--- src/rtl/lat_dec_pkg.sv ---
package lat_dec_pkg;
  // Outputs are live only when the low-true enable is 0 and the high-true one is 1.
  function automatic logic gate_on(input logic en_lo_n, input logic en_hi);
    return (!en_lo_n) && en_hi;
  endfunction
endpackage

--- src/rtl/lat_dec_hold.sv ---
module lat_dec_hold #(
  parameter int W = 3
) (
  input  logic         clk,
  input  logic         rst_n,
  input  logic         freeze,
  input  logic [W-1:0] addr_in,
  output logic [W-1:0] addr_eff
);
  logic [W-1:0] held_q;

  always_ff @(posedge clk or negedge rst_n) begin
    if (!rst_n)       held_q <= '0;
    else if (!freeze) held_q <= addr_in;
  end

  // Transparent bypass while open, stored value while frozen.
  assign addr_eff = freeze ? held_q : addr_in;
endmodule

--- src/rtl/lat_dec_cell.sv ---
module lat_dec_cell #(
  parameter int W = 3,
  localparam int N = 1 << W
) (
  input  logic         clk,
  input  logic         rst_n,
  input  logic         freeze,
  input  logic         en_lo_n,
  input  logic         en_hi,
  input  logic [W-1:0] addr,
  output logic [N-1:0] y_n
);
  logic [W-1:0] addr_eff;
  logic         cell_on;

  function automatic logic [N-1:0] onehot_low(input logic [W-1:0] a);
    logic [N-1:0] r;
    r    = '1;
    r[a] = 1'b0;
    return r;
  endfunction

  lat_dec_hold #(.W(W)) u_hold (
    .clk     (clk),
    .rst_n   (rst_n),
    .freeze  (freeze),
    .addr_in (addr),
    .addr_eff(addr_eff)
  );

  assign cell_on = lat_dec_pkg::gate_on(en_lo_n, en_hi);
  assign y_n     = cell_on ? onehot_low(addr_eff) : '1;
endmodule

--- src/rtl/lat_dec_tree.sv ---
module lat_dec_tree #(
  parameter int CELL_W = 3,
  localparam int ADDR_W = 2 * CELL_W,
  localparam int CELL_N = 1 << CELL_W,
  localparam int OUT_W  = 1 << ADDR_W
) (
  input  logic              clk,
  input  logic              rst_n,
  input  logic              freeze,
  input  logic              en_lo_n,
  input  logic              en_hi,
  input  logic [ADDR_W-1:0] addr,
  output logic [OUT_W-1:0]  sel_n
);
  // Named internal events for the checker.
  logic              out_enabled;
  logic [CELL_N-1:0] grp_n;

  assign out_enabled = lat_dec_pkg::gate_on(en_lo_n, en_hi);

  lat_dec_cell #(.W(CELL_W)) u_upper (
    .clk    (clk),
    .rst_n  (rst_n),
    .freeze (freeze),
    .en_lo_n(en_lo_n),
    .en_hi  (en_hi),
    .addr   (addr[ADDR_W-1:CELL_W]),
    .y_n    (grp_n)
  );

  for (genvar g = 0; g < CELL_N; g++) begin : g_lower
    lat_dec_cell #(.W(CELL_W)) u_lower (
      .clk    (clk),
      .rst_n  (rst_n),
      .freeze (freeze),
      .en_lo_n(grp_n[g]),
      .en_hi  (1'b1),
      .addr   (addr[CELL_W-1:0]),
      .y_n    (sel_n[g*CELL_N +: CELL_N])
    );
  end
endmodule

--- config.mk ---
export PLATFORM = sky130hd
export DESIGN_NAME = lat_dec_tree
export DESIGN_NICKNAME = d
export VERILOG_FILES = /design/src/rtl/lat_dec_pkg.sv /design/src/rtl/lat_dec_hold.sv /design/src/rtl/lat_dec_cell.sv /design/src/rtl/lat_dec_tree.sv
export SDC_FILE = /design/constraint.sdc
export NUM_CORES = 1
export LEC_CHECK = 0
export BUFFER_PORTS_ARGS = -buffer_cell sky130_fd_sc_hd__buf_2
export CAP_MARGIN = 20
export CORE_ASPECT_RATIO = 0.75
export CORE_MARGIN = 2
export CORE_UTILIZATION = 30
export CTS_CLUSTER_DIAMETER = 100
export DETAILED_ROUTE_END_ITERATION = 6
export GPL_TIMING_DRIVEN = 0
export PLACE_DENSITY = 0.66
export RECOVER_POWER = 25
export SYNTH_ARGS = -nofsm -noshare
export SYNTH_HDL_FRONTEND = slang
export SYNTH_HIERARCHICAL = 1
export SYNTH_SLANG_ARGS = --single-unit
--- constraint.sdc ---
create_clock -name clk -period 3.01 [get_ports clk]
set_input_delay 0.7525 -clock clk [delete_from_list [all_inputs] [get_ports clk]]
set_output_delay 0.7525 -clock clk [all_outputs]
set_load 0.005 [all_outputs]
After elaboration in Yosys (flattened, before gate mapping)
Cells that the tools add are included.

word-level totals
  memories = 0
  bits in writable memories = 0
  flip-flop bits (word level) = 27
  logic and storage cells = 83
  memory bits (read-only) = 0
  latch bits = 0

operators by class
  bitwise logic cells = 9
  multiplexer cells = 36
  shift operators = 0
  magnitude comparators = 18
  equality and inequality tests = 0
  add/sub/neg operators = 0
  reduce and logical (&&, ||, !) cells = 11
  $mul = 0
  divide/modulo/power cells = 0

operators with widths
  operator            count
  $mux 8              9
  $not 8->8           9
  $lt 3x4->1 const B  9
  $demux 1 s3         9
  $ge 3x1->1 const B  9
  $mux 3              9
  $logic_and 1x1->1   10
  $mux 1              9
  $logic_not 1->1     1

Depth between registers and ports, before layout
Gate-level depths: netlist of run 1.

  word-level depth = 8
  mapped depth = 5

Modules after synthesis
The synthesis of run 1 kept the hierarchy.

by module, submodules not included
  module        seq. area each (um^2)  cells an instance  times used  area an instance (um^2)
  lat_dec_hold  75.1                   6                  9           108.9
  lat_dec_cell  0.0                    13                 9           70.1
  lat_dec_tree  0.0                    1                  1           3.8

Worst setup path after synthesis of run 1
OpenSTA, ideal clock, no wires.

  kind = input-to-output
  start point = input port freeze
  end point = output port sel_n[54]
  stages on the path = 5
  data required time = 2.257 ns
  path slack = 0.447 ns
  arrival time = 1.810 ns
  buffers on the path = 0
  path through = mux2_2 nor3b_2 nand3_1 nor3b_2 nand3_1

on the way
  word-level cells in the longest chain between the ends = 8
  elaborated cells on any way between the ends = 16
  those cells by class = order compare: 4; mux: 8; bitwise: 2; reduce/logical: 2

ends and longest elaborated chain
  what                                                            line                source
  start, declared                                                 lat_dec_tree.sv:9   input logic freeze,
  $mux 3 *                                                        lat_dec_hold.sv:18  assign addr_eff = freeze ? held_q : addr_in;
  $lt 3x4->1 (implied by the code) or $ge 3x1->1 (tied branches)  lat_dec_cell.sv:19  r[a] = 1'b0;
  $logic_and 1x1->1 (implied by the code)                         lat_dec_cell.sv:19
  $mux 1 (implied by the code)                                    lat_dec_cell.sv:19
  $demux 1 s3 *                                                   n/a
  $not 8->8 (no line) *                                           n/a
  $mux 8 *                                                        lat_dec_cell.sv:32  assign y_n = cell_on ? onehot_low(addr_eff) : '1;
  named net grp_n[6]                                              lat_dec_tree.sv:17  logic [CELL_N-1:0] grp_n;
  $mux 8 *                                                        lat_dec_cell.sv:32
  end, declared                                                   lat_dec_tree.sv:13  output logic [OUT_W-1:0] sel_n

The timed path passes the listed nets; every way through them passes the cells marked *.

Worst setup path in the final report of run 1
  start point = input port freeze
  end point = output port sel_n[55]

on the way
  word-level cells in the longest chain between the ends = 8
  elaborated cells on any way between the ends = 16
  those cells by class = order compare: 4; mux: 8; bitwise: 2; reduce/logical: 2

ends and longest elaborated chain
  what                                                            line                source
  $mux 3 *                                                        lat_dec_hold.sv:18
  named net u_upper.addr_eff[0]                                   lat_dec_cell.sv:13  logic [W-1:0] addr_eff;
  $lt 3x4->1 (implied by the code) or $ge 3x1->1 (tied branches)  lat_dec_cell.sv:19
  $logic_and 1x1->1 (implied by the code)                         lat_dec_cell.sv:19
  $mux 1 (implied by the code)                                    lat_dec_cell.sv:19
  $demux 1 s3 *                                                   n/a
  $not 8->8 (no line) *                                           n/a
  $mux 8 *                                                        lat_dec_cell.sv:32
  named net grp_n[6]                                              lat_dec_tree.sv:17
  $mux 8 *                                                        lat_dec_cell.sv:32

Marked as above.

==> results of run 1 <==
-- layer usage --
layer / routed length [um] / track usage
met5: 0 / 0
met4: 17 / 0.0227
met3: 253 / 0.0391
met2: 1660 / 0.183
met1: 2000 / 0.165
-- where the power goes --
group	switching (mW)	leakage (nW)	internal [mW]
logic	0.0992	0.582	0.0775
registers	0.00719	0.316	0.398
clock network	0.107	0.0255	0.0926
-- metrics by stage --
step           instance area, um^2  cells  TNS, ns
3_5_place_dp                  2130    336   -18.48
2_1_floorplan                 1670    187        0
5_1_grt                       2330    346  -0.0446
3_3_place_gp                  2130    336   -17.20
4_1_cts                       2200    340        0
6_report                      2330    346        0
-- state kept, by name, summed over array words and instances (netlist names) --
register / count
g_lower.u_lower/u_hold/held_q: 24
u_upper/u_hold/held_q: 3
-- timing repair --
action	CTS	global route
cloned	0	2
endpoints found under the hold margin	0	0
buffers inserted	0	4
pin swaps	1	6
setup endpoints to repair	64	34
hold buffers	0	0
gates resized for setup	5	14
-- cells in the mapped netlist --
master   instances  area (um^2)
dfrtp_1         27          676
nor2_1           9         33.8
conb_1           1         3.75
nor3b_2          9          113
and3b_1          9         78.8
nor2b_1         18          113
nand3_1         18         90.1
nand2_1         54          203
mux2_2          27          304
-- logic make-up after synthesis --
group | after synthesis | synth area share
other | 1 | 0.00232
AND/OR/NAND/NOR | 117 | 0.391
flip-flops | 27 | 0.419
multiplexers | 27 | 0.188
-- path summary, 6_finish.rpt --
check	start	endpoint	slack, ns	depth (start not counted)
setup / recovery	freeze	sel_n[55]	0.07	7
max in group asynchronous	rst_n	g_lower[2].u_lower/u_hold/held_q[1]	1.37	1
hold / removal	g_lower[1].u_lower/u_hold/held_q[0]	g_lower[1].u_lower/u_hold/held_q[0]	0.53	1
setup reg to reg	u_upper/u_hold/held_q[1]	u_upper/u_hold/held_q[1]	2.20	1
hold reg to reg	g_lower[1].u_lower/u_hold/held_q[0]	g_lower[1].u_lower/u_hold/held_q[0]	0.53	1
min in group asynchronous	rst_n	g_lower[5].u_lower/u_hold/held_q[1]	0.80	1
-- cell type report --
class	count	area, um^2
fill	537	2930
multi-input combinational	160	1050
sequential	27	676
timing repair buffer	80	472
tap	75	93.8
clock buffer	3	41.3
clock inverter	1	5.00
==> tab_implementation.tex, run 1 <==
\begin{tabular}{lr}
\hline
Metric & Value \\
\hline
\multicolumn{2}{l}{\textbf{Placement}} \\
Minimum setup slack after placement & -0.427 ns \\
Count of buffers from port buffering & 74 \\
Placed wire-length estimate & 2.73 mm \\
Routability congestion estimate & 0.634 \\
\multicolumn{2}{l}{\textbf{Route}} \\
Detailed-router iteration count before antenna repair & 4 \\
Average vias per placed instance & 4.32 \\
Detailed-route via count & 1495 \\
DR DRC count & 0 \\
Total routed wirelength & 3.93 mm \\
Mean routed wirelength per cell & 11.3 um \\
Antenna violation net count after detailed routing & 0 \\
DRC marker count from the first detailed-route iteration & 22 \\
\multicolumn{2}{l}{\textbf{Worst setup path}} \\
Kind of cell adding the most delay to the critical path & simple AND/OR/NAND/NOR gates \\
Required time of the critical path & 2.26 ns \\
Critical-path cell with the highest stage delay & mux2\_4 \\
Slowest stage delay, CP & 0.32 ns \\
Cell-by-cell trace of the critical path & buf\_16, mux2\_4, nor3b\_4, nand3\_2, and3b\_2, nand3\_1, buf\_2 \\
Class of the most critical setup path & in2out \\
Worst EP arrival & 2.19 ns \\
CP startpoint kind & input port \\
Sort of element at the end of the critical path & output pin \\
Worst path bufs/invs & 2 \\
Highest net fanout along the worst path & 5 \\
\multicolumn{2}{l}{\textbf{Power and ir drop}} \\
Maximum resistive drop on vdd & 148 uV \\
Total power of the final layout & 0.781 mW \\
Lkg Pwr & 0.923 nW \\
Power Dens Cells & 335 mW/mm\^{}2 \\
\multicolumn{2}{l}{\textbf{CTS}} \\
Clk\_lat worst skew & 0.27 ns \\
Clock tree root driver cell & clkbuf\_8 \\
CTS Buf Count & 3 \\
Maximum clock path buffer count & 2 \\
Number of H-tree levels & 1 \\
Register clock-pin slew on the reported worst setup and hold paths & 0.09 ns \\
Clock tree from TritonCTS & yes \\
Clock sink total & 27 \\
\multicolumn{2}{l}{\textbf{Logic synthesis}} \\
Post-synthesis sequential area ratio & 0.419 \\
Avg Cell Area, Syn & 9.38 um\^{}2 \\
Count of different cell masters after synthesis & 9 \\
Number of synthesis warnings & 6 \\
Number of cells produced by synthesis & 172 \\
Netlist Area Pre-Place & 0.00161 mm\^{}2 \\
\#FFs+latches synth & 27 \\
\multicolumn{2}{l}{\textbf{STA}} \\
Final critical-path required period & 2.94 ns \\
Setup violations, final & 0 \\
Worst Slack Setup Final & 0.0712 ns \\
Maximum frequency from static timing analysis & 340 MHz \\
Final worst hold slack & 0.532 ns \\
Unrepaired setup endpoints after global routing & yes \\
Final-report max-slew violation count & 0 \\
Period utilisation layout & 0.976 \\
Transition time of the tightest slew-check pin & 1.43 ns \\
Setup skew after layout & 0 ns \\
Hold Vio Cnt, Final & 0 \\
Slew headroom & 0.0450 \\
\multicolumn{2}{l}{\textbf{Final layout}} \\
Most common library cell in the layout ignoring fill and taps & buf\_2 \\
Ratio of cells with drive above 1 in the final layout & 0.469 \\
Antenna diode count & 0 \\
Net total in the final layout & 283 \\
Finished Core Util & 0.443 \\
Area growth from synthesis to final layout & 44.7\% \\
Most used cells in the layout excluding fill and tap cells & buf\_2, nand2\_1, dfrtp\_1, mux2\_2, nor2b\_1 \\
\multicolumn{2}{l}{\textbf{Global route}} \\
Initial antenna violation count & 0 \\
Maximum number of pins on one net before global-route repair & 28 \\
Via count of the first global-routing pass & 1163 \\
Leftover overflow at the end of global routing & 0 \\
Total global-route track usage & 0.119 \\
First-pass GRT wire length & 5.49 mm \\
\multicolumn{2}{l}{\textbf{Run status}} \\
Outcome & finished, final reports clean \\
\multicolumn{2}{l}{\textbf{Floorplanning}} \\
Die Area & 0.00599 mm\^{}2 \\
Die width & 88.7 um \\
Floorplan Core Area & 0.00527 mm\^{}2 \\
Effective utilization at floorplan & 0.306 \\
Height of the chip & 67.5 um \\
Cell row count & 23 \\
I/O pin count & 75 \\
\multicolumn{2}{l}{\textbf{Run}} \\
Max-capacitance violation count & 0 \\
\multicolumn{2}{l}{\textbf{Hold path}} \\
Worst min path class & reg2reg \\
\hline
\end{tabular}
No activity file was read; power rests on OpenSTA's default activity.
==> run 2, diff against run 1 <==
- CAP_MARGIN: 20 -> default
- CELL_PAD_IN_SITES_DETAIL_PLACEMENT: default -> 1
- CELL_PAD_IN_SITES_GLOBAL_PLACEMENT: default -> 1
- PLACE_DENSITY: 0.66 -> 0.82
==> tab_implementation.tex, run 2 (synthesis results as in run 1) <==
\begin{tabular}{lr}
\hline
Metric & Value \\
\hline
\multicolumn{2}{l}{\textbf{STA}} \\
Final worst hold slack & 0.531 ns \\
Unrepaired setup endpoints after global routing & yes \\
Transition time of the tightest slew-check pin & 1.45 ns \\
Final-report max-slew violation count & 0 \\
Period utilisation layout & 0.976 \\
Setup skew after layout & 0 ns \\
Slew headroom & 0.0361 \\
Maximum frequency from static timing analysis & 340 MHz \\
Hold Vio Cnt, Final & 0 \\
Setup violations, final & 0 \\
Final critical-path required period & 2.94 ns \\
\multicolumn{2}{l}{\textbf{Route}} \\
Average vias per placed instance & 4.54 \\
Detailed-route via count & 1595 \\
Detailed-router iteration count before antenna repair & 4 \\
Antenna violation net count after detailed routing & 0 \\
DR DRC count & 0 \\
DRC marker count from the first detailed-route iteration & 22 \\
Mean routed wirelength per cell & 13.1 um \\
Total routed wirelength & 4.59 mm \\
\multicolumn{2}{l}{\textbf{Hold path}} \\
Worst min path class & reg2reg \\
Startpoint of the lowest-slack hold path & g\_lower[2].u\_lower/u\_hold/held\_q[0] \\
\multicolumn{2}{l}{\textbf{Floorplanning}} \\
Cell row count & 23 \\
Effective utilization at floorplan & 0.306 \\
Floorplan Core Area & 0.00527 mm\^{}2 \\
Height of the chip & 67.5 um \\
Die width & 88.7 um \\
Die Area & 0.00599 mm\^{}2 \\
I/O pin count & 75 \\
\multicolumn{2}{l}{\textbf{Final layout}} \\
Antenna diode count & 0 \\
Largest register FFs & 24 \\
Register ranked first by flip-flop count & g\_lower.u\_lower/u\_hold/held\_q \\
Most used cells in the layout excluding fill and tap cells & buf\_2, nand2\_1, dfrtp\_1, mux2\_2, nor2b\_1 \\
Ratio of cells with drive above 1 in the final layout & 0.467 \\
Largest registers ranked by flip-flop count & g\_lower.u\_lower/u\_hold/held\_q: 24 flops, u\_upper/u\_hold/held\_q: 3 flops \\
Area growth from synthesis to final layout & 46.3\% \\
Most common library cell in the layout ignoring fill and taps & buf\_2 \\
Net total in the final layout & 288 \\
Filler cell count & 659 \\
\multicolumn{2}{l}{\textbf{Worst setup path}} \\
Slowest stage delay, CP & 0.32 ns \\
CP startpoint kind & input port \\
Highest net fanout along the worst path & 5 \\
Worst path bufs/invs & 2 \\
Top cell by count, worst path & nor3b\_4 \\
Kind of cell adding the most delay to the critical path & simple AND/OR/NAND/NOR gates \\
Worst EP arrival & 2.19 ns \\
Critical path origin & freeze \\
Required time of the critical path & 2.26 ns \\
Class of the most critical setup path & in2out \\
Reg2Reg Launch Point & g\_lower[2].u\_lower/u\_hold/held\_q[1] \\
Sort of element at the end of the critical path & output pin \\
Cell-by-cell trace of the critical path & buf\_16, mux2\_4, nor3b\_4, nand3\_2, nor3b\_4, nand3\_1, buf\_2 \\
Critical-path cell with the highest stage delay & mux2\_4 \\
\multicolumn{2}{l}{\textbf{Run}} \\
Max-capacitance violation count & 0 \\
\multicolumn{2}{l}{\textbf{CTS}} \\
Maximum clock path buffer count & 2 \\
Register clock-pin slew on the reported worst setup and hold paths & 0.09 ns \\
CTS Buf Count & 3 \\
Clock tree root driver cell & clkbuf\_8 \\
Number of H-tree levels & 1 \\
Clock tree from TritonCTS & yes \\
Clock sink total & 27 \\
Clk\_lat worst skew & 0.27 ns \\
\multicolumn{2}{l}{\textbf{Run status}} \\
Outcome & finished, final reports clean \\
\multicolumn{2}{l}{\textbf{Global route}} \\
Maximum number of pins on one net before global-route repair & 28 \\
Via count of the first global-routing pass & 1456 \\
Total global-route track usage & 0.148 \\
Leftover overflow at the end of global routing & 0 \\
Initial antenna violation count & 0 \\
First-pass GRT wire length & 6.77 mm \\
\multicolumn{2}{l}{\textbf{Placement}} \\
Count of buffers from port buffering & 74 \\
Routability congestion estimate & 0.701 \\
Placed wire-length estimate & 3.39 mm \\
\multicolumn{2}{l}{\textbf{Power and ir drop}} \\
Maximum resistive drop on vdd & 134 uV \\
Lkg Pwr & 0.939 nW \\
Power Dens Cells & 337 mW/mm\^{}2 \\
Total power of the final layout & 0.795 mW \\
\hline
\end{tabular}
## run 2: changes by cell type in the layout (fill, tap and decap cells not counted), sizes merged
cell    before  now
clkbuf       6    7
buf         77   82
clkinv       1    0
## run 2: area by class of cell
type	instances	area, um^2	share of cell area
Timing Repair Buffer	85	509	0.216
Tap cell	75	93.8	0.0397
Multi-Input combinational cell	160	1040	0.439
Sequential cell	27	676	0.286
Clock buffer	4	45.0	0.0191
## run 2: through the flow
step / util / cell area (um^2) / instances / setup WS [ns] / setup TNS (ns)
finish: 0.448 / 2360 / 351 / 0.0721 / 0
global route: 0.448 / 2360 / 351 / -0.0459 / -0.0459
CTS: 0.422 / 2220 / 340 / -0.0290 / -0.0891
detailed placement: 0.405 / 2130 / 336 / -0.485 / -20.75
global placement: 0.405 / 2130 / 336 / -0.431 / -18.00
floorplan: - / 1670 / 187 / 0.447 / 0
## run 2: power by group
part | leakage (nW) | total (mW) | internal (mW) | switching [mW]
clock | 0.0228 | 0.206 | 0.0949 | 0.112
sequential | 0.316 | 0.406 | 0.398 | 0.00808
combinational | 0.601 | 0.182 | 0.0810 | 0.101
## run 2: what timing repair did
action | CTS | global route
resized for setup | 11 | 5
gates cloned | 0 | 2
endpoints found under the hold margin | 0 | 0
hold buffers | 0 | 0
setup endpoints to repair | 64 | 45
pin swaps | 3 | 5
setup buffers | 0 | 9
## run 2: routing by layer
metal,track usage,vias to the layer above,share of wire
li1,-,775,-
met1,0.181,776,0.45
met2,0.272,39,0.50
met3,0.0379,5,0.047
met4,0.0114,0,0.0050
met5,0,-,0
## run 2: worst paths after layout
| path | to | slack, ns | depth (start not counted) |
|---|---|---|---|
| min in group asynchronous | g_lower[5].u_lower/u_hold/held_q[1] | 0.81 | 1 |
| worst max-delay path | sel_n[54] | 0.07 | 7 |
| worst max register to register | g_lower[2].u_lower/u_hold/held_q[1] | 2.18 | 1 |
| worst min-delay path | g_lower[2].u_lower/u_hold/held_q[0] | 0.53 | 1 |
| max in group asynchronous | g_lower[6].u_lower/u_hold/held_q[1] | 1.37 | 1 |
| worst min register to register | g_lower[2].u_lower/u_hold/held_q[0] | 0.53 | 1 |
==> run 3, diff against run 2 <==
- CORE_UTILIZATION: 30 -> 36
- PLACE_DENSITY: 0.82 -> 0.95
==> tab_implementation.tex, run 3 (synthesis results as in run 1) <==
\begin{tabular}{lr}
\hline
Metric & Value \\
\hline
\multicolumn{2}{l}{\textbf{Route}} \\
Mean routed wirelength per cell & 14.5 um \\
DR DRC count & 0 \\
Average vias per placed instance & 4.84 \\
DRC marker count from the first detailed-route iteration & 30 \\
Antenna violation net count after detailed routing & 0 \\
Detailed-router iteration count before antenna repair & 4 \\
Detailed-route via count & 1602 \\
Total routed wirelength & 4.80 mm \\
\multicolumn{2}{l}{\textbf{STA}} \\
Slew headroom & 0.0140 \\
Setup skew after layout & 0 ns \\
Period utilisation layout & 0.973 \\
Transition time of the tightest slew-check pin & 1.48 ns \\
Setup violations, final & 0 \\
Unrepaired setup endpoints after global routing & yes \\
Final critical-path required period & 2.93 ns \\
Hold Vio Cnt, Final & 0 \\
Final worst hold slack & 0.527 ns \\
Maximum frequency from static timing analysis & 341 MHz \\
Final-report max-slew violation count & 0 \\
\multicolumn{2}{l}{\textbf{Final layout}} \\
Finished Core Util & 0.533 \\
Most used cells in the layout excluding fill and tap cells & buf\_2, nand2\_1, dfrtp\_1, mux2\_2, nor2b\_1 \\
Register ranked first by flip-flop count & g\_lower.u\_lower/u\_hold/held\_q \\
Net total in the final layout & 286 \\
Ratio of cells with drive above 1 in the final layout & 0.471 \\
Non-Filler Cell Area, Final & 0.00234 mm\^{}2 \\
Non-filler instance count after layout & 331 \\
Most common library cell in the layout ignoring fill and taps & buf\_2 \\
Largest register FFs & 24 \\
Antenna diode count & 0 \\
Area growth from synthesis to final layout & 44.9\% \\
Largest registers ranked by flip-flop count & g\_lower.u\_lower/u\_hold/held\_q: 24 flops, u\_upper/u\_hold/held\_q: 3 flops \\
\multicolumn{2}{l}{\textbf{Worst setup path}} \\
Worst EP arrival & 2.18 ns \\
R2R setup slack & 2.17 ns \\
Class of the most critical setup path & in2out \\
CP endpoint & sel\_n[30] \\
Sort of element at the end of the critical path & output pin \\
Required time of the critical path & 2.26 ns \\
Reg2Reg Launch Point & g\_lower[2].u\_lower/u\_hold/held\_q[0] \\
Cells on worst reg2reg path & 1 \\
CP startpoint kind & input port \\
Critical path origin & freeze \\
Critical R2R Capture & g\_lower[2].u\_lower/u\_hold/held\_q[0] \\
Highest net fanout along the worst path & 7 \\
\multicolumn{2}{l}{\textbf{Floorplanning}} \\
Effective utilization at floorplan & 0.368 \\
Die Area & 0.00504 mm\^{}2 \\
Die width & 81.3 um \\
I/O pin count & 75 \\
Cell row count & 21 \\
Floorplan Core Area & 0.00439 mm\^{}2 \\
Height of the chip & 62.0 um \\
\multicolumn{2}{l}{\textbf{Placement}} \\
Count of buffers from port buffering & 74 \\
Routability congestion estimate & 0.687 \\
Number of instances in the placed design & 318 \\
Placement-stage cell area & 0.00211 mm\^{}2 \\
Placed wire-length estimate & 3.45 mm \\
\multicolumn{2}{l}{\textbf{Power and ir drop}} \\
Lkg Pwr & 0.938 nW \\
Proportion of power drawn by flip-flops and latches & 0.510 \\
Switching Power & 0.225 mW \\
Clock power share & 0.257 \\
Part of the power in combinational logic & 0.233 \\
Switching portion of total power & 0.282 \\
Int Power & 0.573 mW \\
Power Dens Cells & 341 mW/mm\^{}2 \\
Maximum resistive drop on vdd & 153 uV \\
\multicolumn{2}{l}{\textbf{CTS}} \\
Clock sink total & 27 \\
Number of H-tree levels & 1 \\
Clock tree root driver cell & clkbuf\_8 \\
Register clock-pin slew on the reported worst setup and hold paths & 0.09 ns \\
Clock tree from TritonCTS & yes \\
Hold bufs inserted after CTS & 0 \\
CTS Buf Count & 3 \\
Maximum clock path buffer count & 2 \\
Clk\_lat worst skew & 0.27 ns \\
\multicolumn{2}{l}{\textbf{Global route}} \\
Initial antenna violation count & 0 \\
Total global-route track usage & 0.170 \\
Maximum number of pins on one net before global-route repair & 28 \\
First-pass GRT wire length & 6.43 mm \\
Leftover overflow at the end of global routing & 0 \\
Via count of the first global-routing pass & 1357 \\
\multicolumn{2}{l}{\textbf{Run}} \\
Max-capacitance violation count & 0 \\
\multicolumn{2}{l}{\textbf{Hold path}} \\
Worst min path class & reg2reg \\
\multicolumn{2}{l}{\textbf{Run status}} \\
Outcome & finished, final reports clean \\
\hline
\end{tabular}
## run 3: per-layer routing
layer  track usage  up-vias  part of all wire
li1              -      772                 -
met1         0.212      781              0.42
met2         0.319       49              0.53
met3        0.0347        0             0.049
met4        0.0194        0                 0
met5             0        -                 0
## run 3: worst min-delay path by stage
stage / start / endpoint / slack (ns) / cells after the start
2_1_floorplan: rst_n / g_lower[0].u_lower/u_hold/held_q[0] / 0.46 / 0
3_3_place_gp: g_lower[5].u_lower/u_hold/held_q[0] / g_lower[5].u_lower/u_hold/held_q[0] / 0.50 / 1
3_5_place_dp: g_lower[6].u_lower/u_hold/held_q[0] / g_lower[6].u_lower/u_hold/held_q[0] / 0.51 / 1
4_1_cts: rst_n / g_lower[1].u_lower/u_hold/held_q[0] / 0.51 / 1
5_1_grt: g_lower[0].u_lower/u_hold/held_q[0] / g_lower[0].u_lower/u_hold/held_q[0] / 0.55 / 1
6_report: g_lower[1].u_lower/u_hold/held_q[0] / g_lower[1].u_lower/u_hold/held_q[0] / 0.53 / 1
## run 3: timing repair
item / in CTS / in global routing
resized for setup: 13 / 7
pin swaps: 6 / 4
setup endpoints to repair: 64 / 30
gates cloned: 0 / 2
buffers inserted: 0 / 7
endpoints found under the hold margin: 0 / 0
## run 3: cell type report
class,count,area [um^2]
clock buffers,4,45.0
fillers,565,2050
multi-input cells,160,1050
flip-flops and latches,27,676
well taps,57,71.3
repair buffers,83,494
## run 3: metrics by stage
stage | setup TNS, ns | worst slack [ns] | power (mW)
after CTS | 0 | 0.0257 | 0.786
after detailed placement | -20.77 | -0.478 | 0.574
final | 0 | 0.0807 | 0.798
after global routing | 0 | 0.00359 | 0.844
after global placement | -17.72 | -0.414 | 0.561
after floorplan | 0 | 0.447 | 0.520
## run 3: power groups by stage
stage          combinational, mW  sequential (mW)  clock (mW)
4_1_cts                    0.167            0.407       0.212
2_1_floorplan              0.109            0.410           0
3_3_place_gp               0.150            0.411           0
6_report                   0.186            0.407       0.205
3_5_place_dp               0.159            0.415           0
5_1_grt                    0.204            0.411       0.229
## run 3: worst max-delay path: stages
cell     delay [ns]
buf_16         0.10
mux2_2         0.39
nor2b_1        0.23
nand2_1        0.17
nor3b_4        0.29
nand3_1        0.11
buf_2          0.14
